## src/rtl/i2c_mtx_pkg.sv

```systemverilog
package i2c_mtx_pkg;

    localparam logic       SEL_CTRL = 1'b0;
    localparam logic       SEL_DATA = 1'b1;
    localparam int         CB_EN    = 0;
    localparam int         CB_STA   = 1;
    localparam int         CB_STO   = 2;
    localparam int         CB_FLAG  = 3;

    localparam logic [7:0] SC_START   = 8'h08;
    localparam logic [7:0] SC_RSTART  = 8'h10;
    localparam logic [7:0] SC_AW_ACK  = 8'h18;
    localparam logic [7:0] SC_AW_NACK = 8'h20;
    localparam logic [7:0] SC_D_ACK   = 8'h28;
    localparam logic [7:0] SC_D_NACK  = 8'h30;
    localparam logic [7:0] SC_LOST    = 8'h38;
    localparam logic [7:0] SC_AR_ACK  = 8'h40;
    localparam logic [7:0] SC_AR_NACK = 8'h48;
    localparam logic [7:0] SC_IDLE    = 8'hF8;

    typedef enum logic [2:0] {
        FS_IDLE, FS_WAITFREE, FS_START, FS_HOLD, FS_BYTE, FS_RSTART, FS_STOP
    } fsm_e;

    typedef struct packed {
        fsm_e       fsm;
        logic [1:0] ph;
        logic [3:0] bitn;
        logic [7:0] shreg;
        logic [7:0] data;
        logic [7:0] stat;
        logic       flag;
        logic       scl_lo;
        logic       sda_lo;
        logic       owned;
        logic       addr_next;
        logic       rd_mode;
        logic       nack;
    } eng_t;

endpackage

```

## src/rtl/i2c_mtx_tick.sv

```systemverilog
module i2c_mtx_tick #(
    parameter int QTR_CYCLES = 5
) (
    input  logic clk,
    input  logic rst_n,
    input  logic run,
    output logic tick
);
    localparam int W = (QTR_CYCLES > 1) ? $clog2(QTR_CYCLES) : 1;
    localparam logic [W-1:0] LAST = W'(QTR_CYCLES - 1);

    logic [W-1:0] cnt_d, cnt_q;

    always_comb begin
        if (!run || cnt_q == LAST) cnt_d = '0;
        else                       cnt_d = cnt_q + 1'b1;
    end

    always_ff @(posedge clk or negedge rst_n) begin
        if (!rst_n) cnt_q <= '0;
        else        cnt_q <= cnt_d;
    end

    assign tick = run && (cnt_q == LAST);
endmodule

```

## src/rtl/i2c_mtx_busfree.sv

```systemverilog
module i2c_mtx_busfree #(
    parameter int PERIOD = 20
) (
    input  logic clk,
    input  logic rst_n,
    input  logic scl_in,
    input  logic sda_in,
    output logic free
);
    localparam int W = $clog2(PERIOD + 1);
    localparam logic [W-1:0] LIM = W'(PERIOD);

    logic [W-1:0] cnt_d, cnt_q;

    always_comb begin
        if (!(scl_in && sda_in)) cnt_d = '0;
        else if (cnt_q != LIM)   cnt_d = cnt_q + 1'b1;
        else                     cnt_d = cnt_q;
    end

    always_ff @(posedge clk or negedge rst_n) begin
        if (!rst_n) cnt_q <= '0;
        else        cnt_q <= cnt_d;
    end

    assign free = (cnt_q == LIM);
endmodule

```

## src/rtl/i2c_mtx_engine.sv

```systemverilog
module i2c_mtx_engine
    import i2c_mtx_pkg::*;
#(
    parameter int QTR_CYCLES = 5
) (
    input  logic       clk,
    input  logic       rst_n,
    input  logic       reg_we,
    input  logic       reg_sel,
    input  logic [7:0] reg_wdata,
    output logic       flag,
    output logic [7:0] status,
    output logic       scl_drive_low,
    output logic       sda_drive_low,
    input  logic       scl_in,
    input  logic       sda_in
);
    localparam int PERIOD = 4 * QTR_CYCLES;

    eng_t q, n;
    logic tick, bus_free, run;
    logic ctl_wr, dat_wr, clr_evt;

    assign run = (q.fsm == FS_START) || (q.fsm == FS_BYTE) ||
                 (q.fsm == FS_RSTART) || (q.fsm == FS_STOP);

    i2c_mtx_tick #(.QTR_CYCLES(QTR_CYCLES)) u_tick (
        .clk(clk), .rst_n(rst_n), .run(run), .tick(tick)
    );

    i2c_mtx_busfree #(.PERIOD(PERIOD)) u_free (
        .clk(clk), .rst_n(rst_n), .scl_in(scl_in), .sda_in(sda_in), .free(bus_free)
    );

    assign ctl_wr  = reg_we && (reg_sel == SEL_CTRL);
    assign dat_wr  = reg_we && (reg_sel == SEL_DATA);
    assign clr_evt = ctl_wr && !reg_wdata[CB_FLAG];

    always_comb begin
        n = q;
        if (dat_wr && q.flag) n.data = reg_wdata;
        if (ctl_wr && !reg_wdata[CB_EN]) begin
            n.fsm = FS_IDLE;  n.flag = 1'b0;  n.stat = SC_IDLE;
            n.scl_lo = 1'b0;  n.sda_lo = 1'b0; n.owned = 1'b0;
            n.ph = '0;
        end else begin
            case (q.fsm)
                FS_IDLE, FS_HOLD: begin
                    if (clr_evt && (q.flag || q.fsm == FS_IDLE)) begin
                        n.flag = 1'b0;
                        n.ph   = '0;
                        if (reg_wdata[CB_STA]) begin
                            n.fsm = q.owned ? FS_RSTART : FS_WAITFREE;
                        end else if (reg_wdata[CB_STO] || (q.owned && q.rd_mode)) begin
                            n.fsm = q.owned ? FS_STOP : FS_IDLE;
                            if (!q.owned) n.stat = SC_IDLE;
                        end else if (q.owned) begin
                            n.fsm   = FS_BYTE;
                            n.bitn  = '0;
                            n.shreg = q.data;
                        end else begin
                            n.fsm  = FS_IDLE;
                            n.stat = SC_IDLE;
                        end
                    end
                end
                FS_WAITFREE: begin
                    if (bus_free) begin
                        n.fsm = FS_START;
                        n.ph  = '0;
                    end
                end
                FS_START: if (tick) begin
                    case (q.ph)
                        2'd0:    begin n.sda_lo = 1'b1; n.ph = 2'd1; end
                        2'd1:    begin n.scl_lo = 1'b1; n.ph = 2'd2; end
                        default: begin
                            n.flag = 1'b1; n.stat = SC_START; n.owned = 1'b1;
                            n.addr_next = 1'b1; n.rd_mode = 1'b0; n.fsm = FS_HOLD;
                        end
                    endcase
                end
                FS_RSTART: if (tick) begin
                    case (q.ph)
                        2'd0: begin n.sda_lo = 1'b0; n.ph = 2'd1; end
                        2'd1: begin n.scl_lo = 1'b0; n.ph = 2'd2; end
                        2'd2: begin n.sda_lo = 1'b1; n.ph = 2'd3; end
                        default: begin
                            n.scl_lo = 1'b1; n.flag = 1'b1; n.stat = SC_RSTART;
                            n.addr_next = 1'b1; n.rd_mode = 1'b0; n.fsm = FS_HOLD;
                        end
                    endcase
                end
                FS_BYTE: if (tick) begin
                    case (q.ph)
                        2'd0: begin
                            n.sda_lo = (q.bitn == 4'd8) ? 1'b0 : ~q.shreg[7];
                            n.ph     = 2'd1;
                        end
                        2'd1: begin n.scl_lo = 1'b0; n.ph = 2'd2; end
                        2'd2: begin
                            n.ph = 2'd3;
                            if (q.bitn == 4'd8) begin
                                n.nack = sda_in;
                            end else if (!q.sda_lo && !sda_in) begin
                                n.scl_lo = 1'b0; n.sda_lo = 1'b0; n.owned = 1'b0;
                                n.flag = 1'b1;   n.stat = SC_LOST; n.fsm = FS_HOLD;
                            end else begin
                                n.shreg = {q.shreg[6:0], 1'b0};
                            end
                        end
                        default: begin
                            n.scl_lo = 1'b1;
                            n.ph     = 2'd0;
                            if (q.bitn == 4'd8) begin
                                n.flag = 1'b1;
                                n.fsm  = FS_HOLD;
                                n.addr_next = 1'b0;
                                if (q.addr_next) begin
                                    n.rd_mode = q.data[0];
                                    if (q.data[0]) n.stat = q.nack ? SC_AR_NACK : SC_AR_ACK;
                                    else           n.stat = q.nack ? SC_AW_NACK : SC_AW_ACK;
                                end else begin
                                    n.stat = q.nack ? SC_D_NACK : SC_D_ACK;
                                end
                            end else begin
                                n.bitn = q.bitn + 4'd1;
                            end
                        end
                    endcase
                end
                FS_STOP: if (tick) begin
                    case (q.ph)
                        2'd0:    begin n.sda_lo = 1'b1; n.ph = 2'd1; end
                        2'd1:    begin n.scl_lo = 1'b0; n.ph = 2'd2; end
                        default: begin
                            n.sda_lo = 1'b0; n.owned = 1'b0; n.stat = SC_IDLE;
                            n.fsm = FS_IDLE; n.ph = '0;
                        end
                    endcase
                end
                default: n.fsm = FS_IDLE;
            endcase
        end
    end

    always_ff @(posedge clk or negedge rst_n) begin
        if (!rst_n) begin
            q      <= '0;
            q.fsm  <= FS_IDLE;
            q.stat <= SC_IDLE;
        end else begin
            q <= n;
        end
    end

    assign flag          = q.flag;
    assign status        = q.stat;
    assign scl_drive_low = q.scl_lo;
    assign sda_drive_low = q.sda_lo;


    hold_lines_chk: assert property (@(posedge clk) disable iff (!rst_n)
        (q.flag && !ctl_wr) |=> (scl_drive_low == $past(scl_drive_low)) &&
                                (sda_drive_low == $past(sda_drive_low)) &&
                                (status == $past(status)));


    discard_data_chk: assert property (@(posedge clk) disable iff (!rst_n)
        (dat_wr && !q.flag) |=> (q.data == $past(q.data)));


    sda_steady_chk: assert property (@(posedge clk) disable iff (!rst_n)
        (q.fsm == FS_BYTE && $past(q.fsm) == FS_BYTE && !q.scl_lo && !$past(q.scl_lo))
        |-> (q.sda_lo == $past(q.sda_lo)));


    start_free_chk: assert property (@(posedge clk) disable iff (!rst_n)
        (q.fsm == FS_START && $past(q.fsm) == FS_WAITFREE) |-> $past(bus_free));


    lost_release_chk: assert property (@(posedge clk) disable iff (!rst_n)
        (q.flag && q.stat == SC_LOST) |-> (!scl_drive_low && !sda_drive_low));


    flag_code_chk: assert property (@(posedge clk) disable iff (!rst_n)
        q.flag |-> (status != SC_IDLE));
endmodule

```

## config.mk

```make
export PLATFORM = sky130hd
export DESIGN_NAME = i2c_mtx_engine
export DESIGN_NICKNAME = d
export VERILOG_FILES = /design/src/rtl/i2c_mtx_pkg.sv /design/src/rtl/i2c_mtx_tick.sv /design/src/rtl/i2c_mtx_busfree.sv /design/src/rtl/i2c_mtx_engine.sv
export SDC_FILE = /design/constraint.sdc
export NUM_CORES = 1
export LEC_CHECK = 0
export ABC_AREA = 1
export BUFFER_PORTS_ARGS = -buffer_cell sky130_fd_sc_hd__buf_2
export CAP_MARGIN = 20
export CORE_MARGIN = 3
export CORE_UTILIZATION = 55
export CTS_CLUSTER_DIAMETER = 80
export DETAILED_ROUTE_END_ITERATION = 10
export HOLD_SLACK_MARGIN = 0.05
export PLACE_DENSITY_LB_ADDON = 0.08
export SYNTH_ARGS = -nofsm -noshare
export SYNTH_HDL_FRONTEND = slang
export SYNTH_HIERARCHICAL = 1
export SYNTH_SLANG_ARGS = --single-unit
```

## constraint.sdc

```tcl
create_clock -name clk -period 4.8 [get_ports clk]
set_input_delay 0.24 -clock clk [delete_from_list [all_inputs] [get_ports clk]]
set_output_delay 0.24 -clock clk [all_outputs]
set_load 0.05 [all_outputs]
```

==> flow_summary.ini, run 1 <==
[outcome]
outcome = finished, final reports clean

[power_and_ir_drop]
pwr-share-clk = 0.155
p_sw_mw = 0.9127
p_comb_frac = 0.516
seqPwrFrac = 0.329
p_sw_frac = 0.4848
ir_drop_mv = 0.3725
p_per_area_nw_per_um2 = 544.2
p_leak_nw = 1.787
p_int_mw = 0.9701

[critical_path]
startpoint_type = flop
critPathMaxFanout = 14
r2r-start = q[39]$_DFFE_PN0P_
worst-path-stages = 11
arrival_ns = 2.67
worstPathRequired_ns = 5.01
reg2reg_depth = 11
cp_common_cell = nand2_1
slowest_stage = dfrtp_1
ff2ff_setup_slack_ns = 2.34
worstReg2RegEnd = q[25]$_DFFE_PN0P_
cp_top_family = simple AND/OR/NAND/NOR gates
cp_cell_sequence = nand2_4 > nand2_1 > inv_1 > nor2_1 > inv_2 > nand2_1 > o21ai_2 > nor2_4 > nand3_2 > nand2_1 > nand2_1
worstSetupEndpointType = flop
crit_type = reg2reg
path_buf_inv = 2
slowest_delay_ns = 0.59

[clocking]
cts_num_sinks = 45
numCtsBuffers = 5
htree_levels = 2
cts_buffer_depth = 2
cts-resized-gates = 0
cts.clk_slew.worst_paths_ns = 0.09
cts_hold_buf = 0
post-cts-setup-buffers = 0
tritoncts = done
clockRootBuffer = clkbuf_8
clock_latency_ns = 0.31

[worst_hold_path]
hp-class = in2reg
hold_start = reg_wdata[4]
hold_depth = 2
hold_path_end = q[19]$_DFFE_PN0P_

[placement]
placed_area_um2 = 3318
dp_hpwl_mm = 5.707
io_buffers = 21
gp_congestion = 0.9225

[drt]
routed-wl-met2_mm = 3.390
routed_wl_mm = 7.560
drt_first_pass_iters = 4
routedWlPerCell_um = 14.18
vias = 2859
met3_length_um = 386
wl_met1_mm = 3.680
viasPerCell = 5.364
ant_nets = 0
drc = 0
top_layer = met4
drt_iter0_markers = 189

[synth]
synth_area_per_cell_um2 = 7.263
synth_warnings = 6
synth_seq_cells = 45
ys_types = 35
yosysSeqAreaShare = 0.3504
synth_area_um2 = 3232
syn_inst = 445

[global_routing]
gr-total-overflow = 0
grt_pass1_wl_mm = 12.42
antenna_found_initial = 0
grt_pass1_vias = 2541
grt_max_degree = 46
gr-usage-all-layers = 0.2401

[final_layout]
drive_gt1_frac = 0.1822
fill_cells = 508
regArea_um2 = 1132
syn_to_final_growth_pct = 7.046
finish.net_count = 487
final_common_cell = nand2_1
multi_input_area_um2 = 1789
layout_common_cells = 132 x nand2_1, 47 x inv_1, 40 x dfrtp_1
final_cell_area_um2 = 3460
antennaDiodeCount = 0

[timing]
tightest_slew_ns = 0.6039
fin_crit_ns = 2.464
hold_viol_final = 0
rsz0062_at_grt = no
report.final.slew_viol_count = 0
relSlewSlack = 0.5974
finalSetupTns_ns = 0
finalCritPeriodShare = 0.5134
max_freq_ghz = 0.4058
setup_viol = 0
finClkSkew_ns = 0.006609

[die]
dieArea_um2 = 6832
fp-row-count = 27
start_util = 0.5763
io_pins = 25
core_area_um2 = 5608
fp.dieW_um = 82.66
die_height_um = 82.66

[flow_run]
cap_violations = 0
-- cell type report --
class / instances / area share
clock buffer: 6 / 0.02098
clock inverter: 2 / 0.01121
inverter: 53 / 0.05823
multi-input combinational: 332 / 0.5172
sequential: 45 / 0.3273
tap: 72 / 0.02604
timing repair buffer: 23 / 0.03906
-- worst register-to-register path: stages (launching register included) --
cell and delay (ns):
dfrtp_1 0.59, nand2_4 0.15, nand2_1 0.14, inv_1 0.05
nor2_1 0.38, inv_2 0.17, nand2_1 0.14, o21ai_2 0.07
nor2_4 0.27, nand3_2 0.23, nand2_1 0.13, nand2_1 0.05
-- routing by layer --
layer,global-route usage,up-vias
li1,-,1468
met1,0.3419,1306
met2,0.3758,75
met3,0.03688,10
met4,0.07026,0
met5,0,-
-- Yosys cell counts (all sizes together) --
| library cell | instances | area (um^2) |
|---|---|---|
| nand2 | 144 | 575.6 |
| dfrtp | 40 | 1001 |
| nor3 | 5 | 30.03 |
| o31ai | 1 | 7.510 |
| a31oi | 1 | 6.260 |
| nor2 | 46 | 245.2 |
| xnor2 | 2 | 17.52 |
| buf | 16 | 112.6 |
| conb | 1 | 3.750 |
| inv | 53 | 201.5 |
| a21oi | 8 | 47.55 |
| nand3 | 43 | 262.8 |
| dfstp | 5 | 131.4 |
| a311oi | 1 | 8.760 |
| o21ai | 28 | 151.4 |
| nand4 | 28 | 175.2 |
| xor2 | 1 | 8.760 |
| clkbuf | 1 | 3.750 |
| ha | 13 | 162.7 |
| nand3b | 2 | 15.01 |
| mux2 | 5 | 56.30 |
| o21a | 1 | 7.510 |
-- sequential cells by signal, indices dropped and copies added (netlist names) --
signal and cells:
u_tick/cnt_q 3, u_free/cnt_q 5, scl_drive_low 1, q 29, status 5, sda_drive_low 1, flag 1
-- logic make-up after synthesis --
family	Yosys count	synth area share
fa+ha+maj	13	0.05033
mux	5	0.01742
compound gates	40	0.07085
xor+xnor	3	0.008132
simple gates	268	0.4034
flops	45	0.3504
buf+inv	70	0.09833
other cells	1	0.001160
-- power groups by stage --
| stage | Combinational (mW) | Sequential, mW | Clock, mW |
|---|---|---|---|
| floorplan | 0.785 | 0.640 | 0 |
| global placement | 0.951 | 0.622 | 0 |
| detailed placement | 0.961 | 0.625 | 0 |
| CTS | 0.965 | 0.618 | 0.300 |
| global route | 1.09 | 0.637 | 0.317 |
| finish | 0.972 | 0.619 | 0.293 |
-- stage by stage --
| step | worst slack, ns | utilization | std cells | hold WS, ns | total power, mW |
|---|---|---|---|---|---|
| 3_3_place_gp | 2.502 | 0.5917 | 523 | 0.4458 | 1.572 |
| 6_report | 2.336 | 0.6169 | 533 | 0.1596 | 1.883 |
| 5_1_grt | 2.049 | 0.6169 | 533 | 0.1557 | 2.043 |
| 4_1_cts | 2.383 | 0.6116 | 531 | 0.1411 | 1.883 |
| 3_5_place_dp | 2.404 | 0.5917 | 523 | 0.4507 | 1.586 |
| 2_1_floorplan | 2.863 | - | 447 | -0.05559 | 1.424 |
-- worst max path at each step --
stage	startpoint	endpoint	slack, ns
5_1_grt	q[39]$_DFFE_PN0P_	q[27]$_DFFE_PN0P_	2.05
2_1_floorplan	q[37]$_DFFE_PN0P_	status[3]$_DFFE_PN1P_	2.86
4_1_cts	q[37]$_DFFE_PN0P_	q[25]$_DFFE_PN0P_	2.38
6_report	q[39]$_DFFE_PN0P_	q[25]$_DFFE_PN0P_	2.34
3_5_place_dp	q[37]$_DFFE_PN0P_	q[25]$_DFFE_PN0P_	2.40
3_3_place_gp	q[37]$_DFFE_PN0P_	q[23]$_DFFE_PN0P_	2.50
Power figures use the tool's default switching activity.
==> run 2, diff against run 1 <==
- clock period: 4.8 -> 2.4 ns (I/O delays scaled with it)
==> run 2 against run 1 <==
Via count up 5.5%. Largest cell class unchanged. Non-clock buffer count is 11 higher. Cell area increased by 2.3%. Worst hold slack got worse by 0.093 ns. First-iteration DRC count is 7.4% higher. Count of clock-buffer cells in the layout did not move. Wire length is 1.8% higher. Critical path depth is 3 higher. Highest routed layer unchanged. Clock skew shrank 0.0018 ns.
==> flow_summary.ini, run 2 (same netlist as run 1, synthesis figures left out) <==
[outcome]
outcome = finished, final reports clean

[placement]
io_buffers = 21
gp_congestion = 0.9912
dp_hpwl_mm = 5.886
place_inst = 531

[die]
fp.dieW_um = 82.66
dieArea_um2 = 6832
start_util = 0.5763
fp-row-count = 27
core_area_um2 = 5608
io_pins = 25
die_height_um = 82.66

[drt]
ant_nets = 0
drt_first_pass_iters = 5
routedWlPerCell_um = 14.15
drc = 0
viasPerCell = 5.542
drt_iter0_markers = 203
vias = 3015
routed_wl_mm = 7.697

[final_layout]
finish.net_count = 498
largest_reg_flops = 29
antennaDiodeCount = 0
syn_to_final_growth_pct = 9.524
drive_gt1_frac = 0.1928
regMostFlops = q
final_common_cell = nand2_1
layout_common_cells = 132 x nand2_1, 47 x inv_1, 40 x dfrtp_1
fin_cells = 544

[critical_path]
worstPathRequired_ns = 2.64
critPathMaxFanout = 9
crit_type = reg2reg
startpoint_type = flop
arrival_ns = 2.34
worstSetupEndpointType = flop
reg2reg_depth = 14

[clocking]
numCtsBuffers = 5
cts-resized-gates = 0
htree_levels = 2
tritoncts = done
clock_latency_ns = 0.30
clockRootBuffer = clkbuf_8
cts_buffer_depth = 2
cts.clk_slew.worst_paths_ns = 0.09
cts_num_sinks = 45

[global_routing]
grt_max_degree = 31
grt_pass1_wl_mm = 12.93
grt_pass1_vias = 2676
gr-usage-all-layers = 0.2434
gr-total-overflow = 0
antenna_found_initial = 0

[timing]
setup_viol = 0
finalSetupTns_ns = 0
finalHoldWorstSlack_ns = 0.06673
max_freq_ghz = 0.4756
hold_viol_final = 0
report.final.slew_viol_count = 0
relSlewSlack = 0.6367
finalCritPeriodShare = 0.8761
rsz0062_at_grt = no
finClkSkew_ns = 0.004825
fin_crit_ns = 2.103
tightest_slew_ns = 0.5443

[power_and_ir_drop]
ir_drop_mv = 0.7941
p_leak_nw = 1.836
p_per_area_nw_per_um2 = 1090
seqPwrFrac = 0.319
p_sw_mw = 1.862
p_comb_frac = 0.526
p_total_mw = 3.858
p_sw_frac = 0.4827
pwr-share-clk = 0.155
p_int_mw = 1.996

[flow_run]
cap_violations = 0

[worst_hold_path]
hp-class = in2reg
hold_depth = 3
run 2: worst max-delay path, cell delays in order, from the launching register on:
cell and delay, ns:
dfrtp_1 0.50, inv_4 0.15, nand2_4 0.10, nand2_1 0.13
inv_1 0.05, nor2_1 0.17, inv_2 0.11, nand2_1 0.08
inv_1 0.08, nand2_1 0.10, nand2_1 0.10, nor2_4 0.20
nand3_4 0.12, nand2_1 0.08, nand2_1 0.05
run 2: stage by stage:
stage          instance area, um^2  worst slack [ns]    util
2_1_floorplan                 3239            0.4633       -
3_3_place_gp                  3378            0.4183  0.6024
3_5_place_dp                  3378            0.3529  0.6024
4_1_cts                       3540            0.3339  0.6312
5_1_grt                       3540           0.09788  0.6312
6_report                      3540            0.2973  0.6312
run 2: worst paths after layout:
kind | startpoint | end | slack, ns
min in group asynchronous | rst_n | q[3]$_DFFE_PN0P_ | 0.26
hold / removal | scl_in | u_free/cnt_q[2]$_DFFE_PN0P_ | 0.07
setup / recovery | q[38]$_DFFE_PN0P_ | status[3]$_DFFE_PN1P_ | 0.30
hold reg to reg | status[5]$_DFFE_PN1P_ | status[5]$_DFFE_PN1P_ | 0.46
setup reg to reg | q[38]$_DFFE_PN0P_ | status[3]$_DFFE_PN1P_ | 0.30
max in group asynchronous | rst_n | status[6]$_DFFE_PN1P_ | 1.41
run 2: area by class of cell:
type	count	area, um^2
flip-flops and latches	45	1132
fillers	531	2068
multi-input cells	332	1789
repair buffers	34	215.2
clock buffers	6	72.57
well taps	72	90.09
inverters	53	201.4
clock inverters	2	38.79
run 2: power by group through the flow:
stage	Sequential, mW	Clock [mW]	Combinational, mW
floorplan	1.28	0	1.57
global placement	1.24	0	1.99
detailed placement	1.24	0	2.01
CTS	1.23	0.607	2.02
global route	1.27	0.638	2.28
finish	1.23	0.597	2.03
run 2: per-layer routing:
metal	global-route usage	routed length (um)
met5	0	0
met4	0.04902	70
met3	0.03905	419
met2	0.3870	3501
met1	0.3495	3705
run 2: repair_timing:
| item | CTS | global route |
|---|---|---|
| setup buffers | 0 | 0 |
| endpoints found under the hold margin | 19 | 0 |
| hold buffers | 5 | 0 |
==> run 3, diff against run 2 <==
- CORE_UTILIZATION: 55 -> 25
==> run 3 against run 2 <==
Count of clock-buffer cells in the layout is 1 lower. Fmax is 1.1% lower. Global-route usage is 11 points lower. Via count is 3.9% lower. Sequential power hardly changed. Cell area is 5.0% higher. Highest routed layer unchanged. Non-clock buffer count is 1 higher. Die area is 110% higher. Wire length is 15% higher. Critical path depth is 4 lower. Register-to-register slack worse by 0.02 ns. Sequential share of layout area is 1.5 points lower.
==> flow_summary.ini, run 3 (same netlist as run 1, synthesis figures left out) <==
[drt]
vias = 2897
drt_iter0_markers = 149
wl_met1_mm = 4.436
routed-wl-met2_mm = 3.942
routedWlPerCell_um = 13.80
drt_first_pass_iters = 4
top_layer = met4
ant_nets = 0
met3_length_um = 352
drc = 0
routed_wl_mm = 8.849
viasPerCell = 4.520

[timing]
rsz0062_at_grt = no
finalCritPeriodShare = 0.8862
finalSetupTns_ns = 0
tightest_slew_ns = 0.5584
setup_viol = 0
finClkSkew_ns = 0.008469
relSlewSlack = 0.6277
fin_crit_ns = 2.127
finalHoldWorstSlack_ns = 0.07510
max_freq_ghz = 0.4702
setup_slack_ns = 0.2731
hold_viol_final = 0
report.final.slew_viol_count = 0

[final_layout]
drive_gt1_frac = 0.1966
regMostFlops = q
largest_reg_flops = 29
final_common_cell = nand2_1
final_cell_area_um2 = 3716
layout_common_cells = 132 x nand2_1, 47 x inv_1, 40 x dfrtp_1
finish.net_count = 499
antennaDiodeCount = 0
post-route-util = 0.3018
syn_to_final_growth_pct = 14.98

[die]
die_height_um = 119.7
io_pins = 25
fp-row-count = 40
fp.dieW_um = 119.7
dieArea_um2 = 14330
start_util = 0.2625
core_area_um2 = 12310

[global_routing]
grt_pass1_wl_mm = 14.58
gr-total-overflow = 0
gr-usage-all-layers = 0.1302
grt_pass1_vias = 2754
antenna_found_initial = 0
grt_max_degree = 27

[clocking]
htree_levels = 2
cts_num_sinks = 45
clock_latency_ns = 0.30
clockRootBuffer = clkbuf_16
cts.clk_slew.worst_paths_ns = 0.06
cts-resized-gates = 0
numCtsBuffers = 5
cts_buffer_depth = 2
tritoncts = done

[worst_hold_path]
hp-class = in2reg

[power_and_ir_drop]
p_per_area_nw_per_um2 = 1071
ir_drop_mv = 0.3082
p_leak_nw = 1.863

[critical_path]
slowest_delay_ns = 0.60
worstPathRequired_ns = 2.64
ff2ff_setup_slack_ns = 0.27
cp_cell_sequence = nand2_4 > nand2_1 > inv_1 > nor2_1 > inv_2 > nor2_1 > o21ai_0 > o21ai_0 > nand4_1 > nand2_1
startpoint_type = flop
worstSetupEndpointType = flop
slowest_stage = dfrtp_1
crit_type = reg2reg
arrival_ns = 2.37
critPathMaxFanout = 10

[placement]
post-place-ws_ns = 0.3428
dp_hpwl_mm = 6.921
gp_congestion = 0.8857
io_buffers = 21
placed_area_um2 = 3518

[outcome]
outcome = finished, final reports clean

[flow_run]
cap_violations = 0
==> run 3: path summary, 6_finish.rpt <==
path / from / endpoint / depth (start not counted)
worst max-delay path: q[39]$_DFFE_PN0P_ / status[4]$_DFFE_PN1P_ / 10
worst min-delay path: scl_in / u_free/cnt_q[2]$_DFFE_PN0P_ / 3
worst max register to register: q[39]$_DFFE_PN0P_ / status[4]$_DFFE_PN1P_ / 10
worst min register to register: status[5]$_DFFE_PN1P_ / status[5]$_DFFE_PN1P_ / 2
max in group asynchronous: rst_n / q[34]$_DFFE_PN0P_ / 3
min in group asynchronous: rst_n / q[39]$_DFFE_PN0P_ / 2
==> run 3: where the power goes <==
part,internal (mW),total [mW],switching [mW]
Combinational,0.637,2.04,1.40
Sequential,1.05,1.24,0.194
Clock,0.388,0.701,0.313
==> run 3: routing by layer <==
metal	up-vias	track usage
li1	1492	-
met1	1343	0.1836
met2	56	0.2002
met3	6	0.02875
met4	0	0.03651
met5	-	0
==> run 3: repair_timing <==
item | 4_1_cts | 5_1_grt
endpoints found under the hold margin | 20 | 0
setup buffers | 0 | 0
hold buffers | 5 | 0
==> run 3: per-stage QoR <==
step                      cells  power (mW)
after global routing        641       4.348
after detailed placement    628       3.316
final                       641       3.981
after CTS                   641       4.062
after global placement      628       3.335
after floorplan             447       2.848
==> run 3: critical path: cells and delay by family (launching register included) <==
family / cells / cell delay [ns]
flip-flops: 1 / 0.60
buffers and inverters: 2 / 0.15
AO/OA/AOI/OAI: 2 / 0.32
AND/OR/NAND/NOR: 6 / 1.00
==> run 3: final cells by class <==
cell class                      instances  area (um^2)
Clock buffer                            5        125.1
Timing Repair Buffer                   35        235.2
Inverter                               53        201.4
Clock inverter                          3        22.52
Sequential cell                        45         1132
Fill cell                            1361         8596
Tap cell                              168        210.2
Multi-Input combinational cell        332         1789
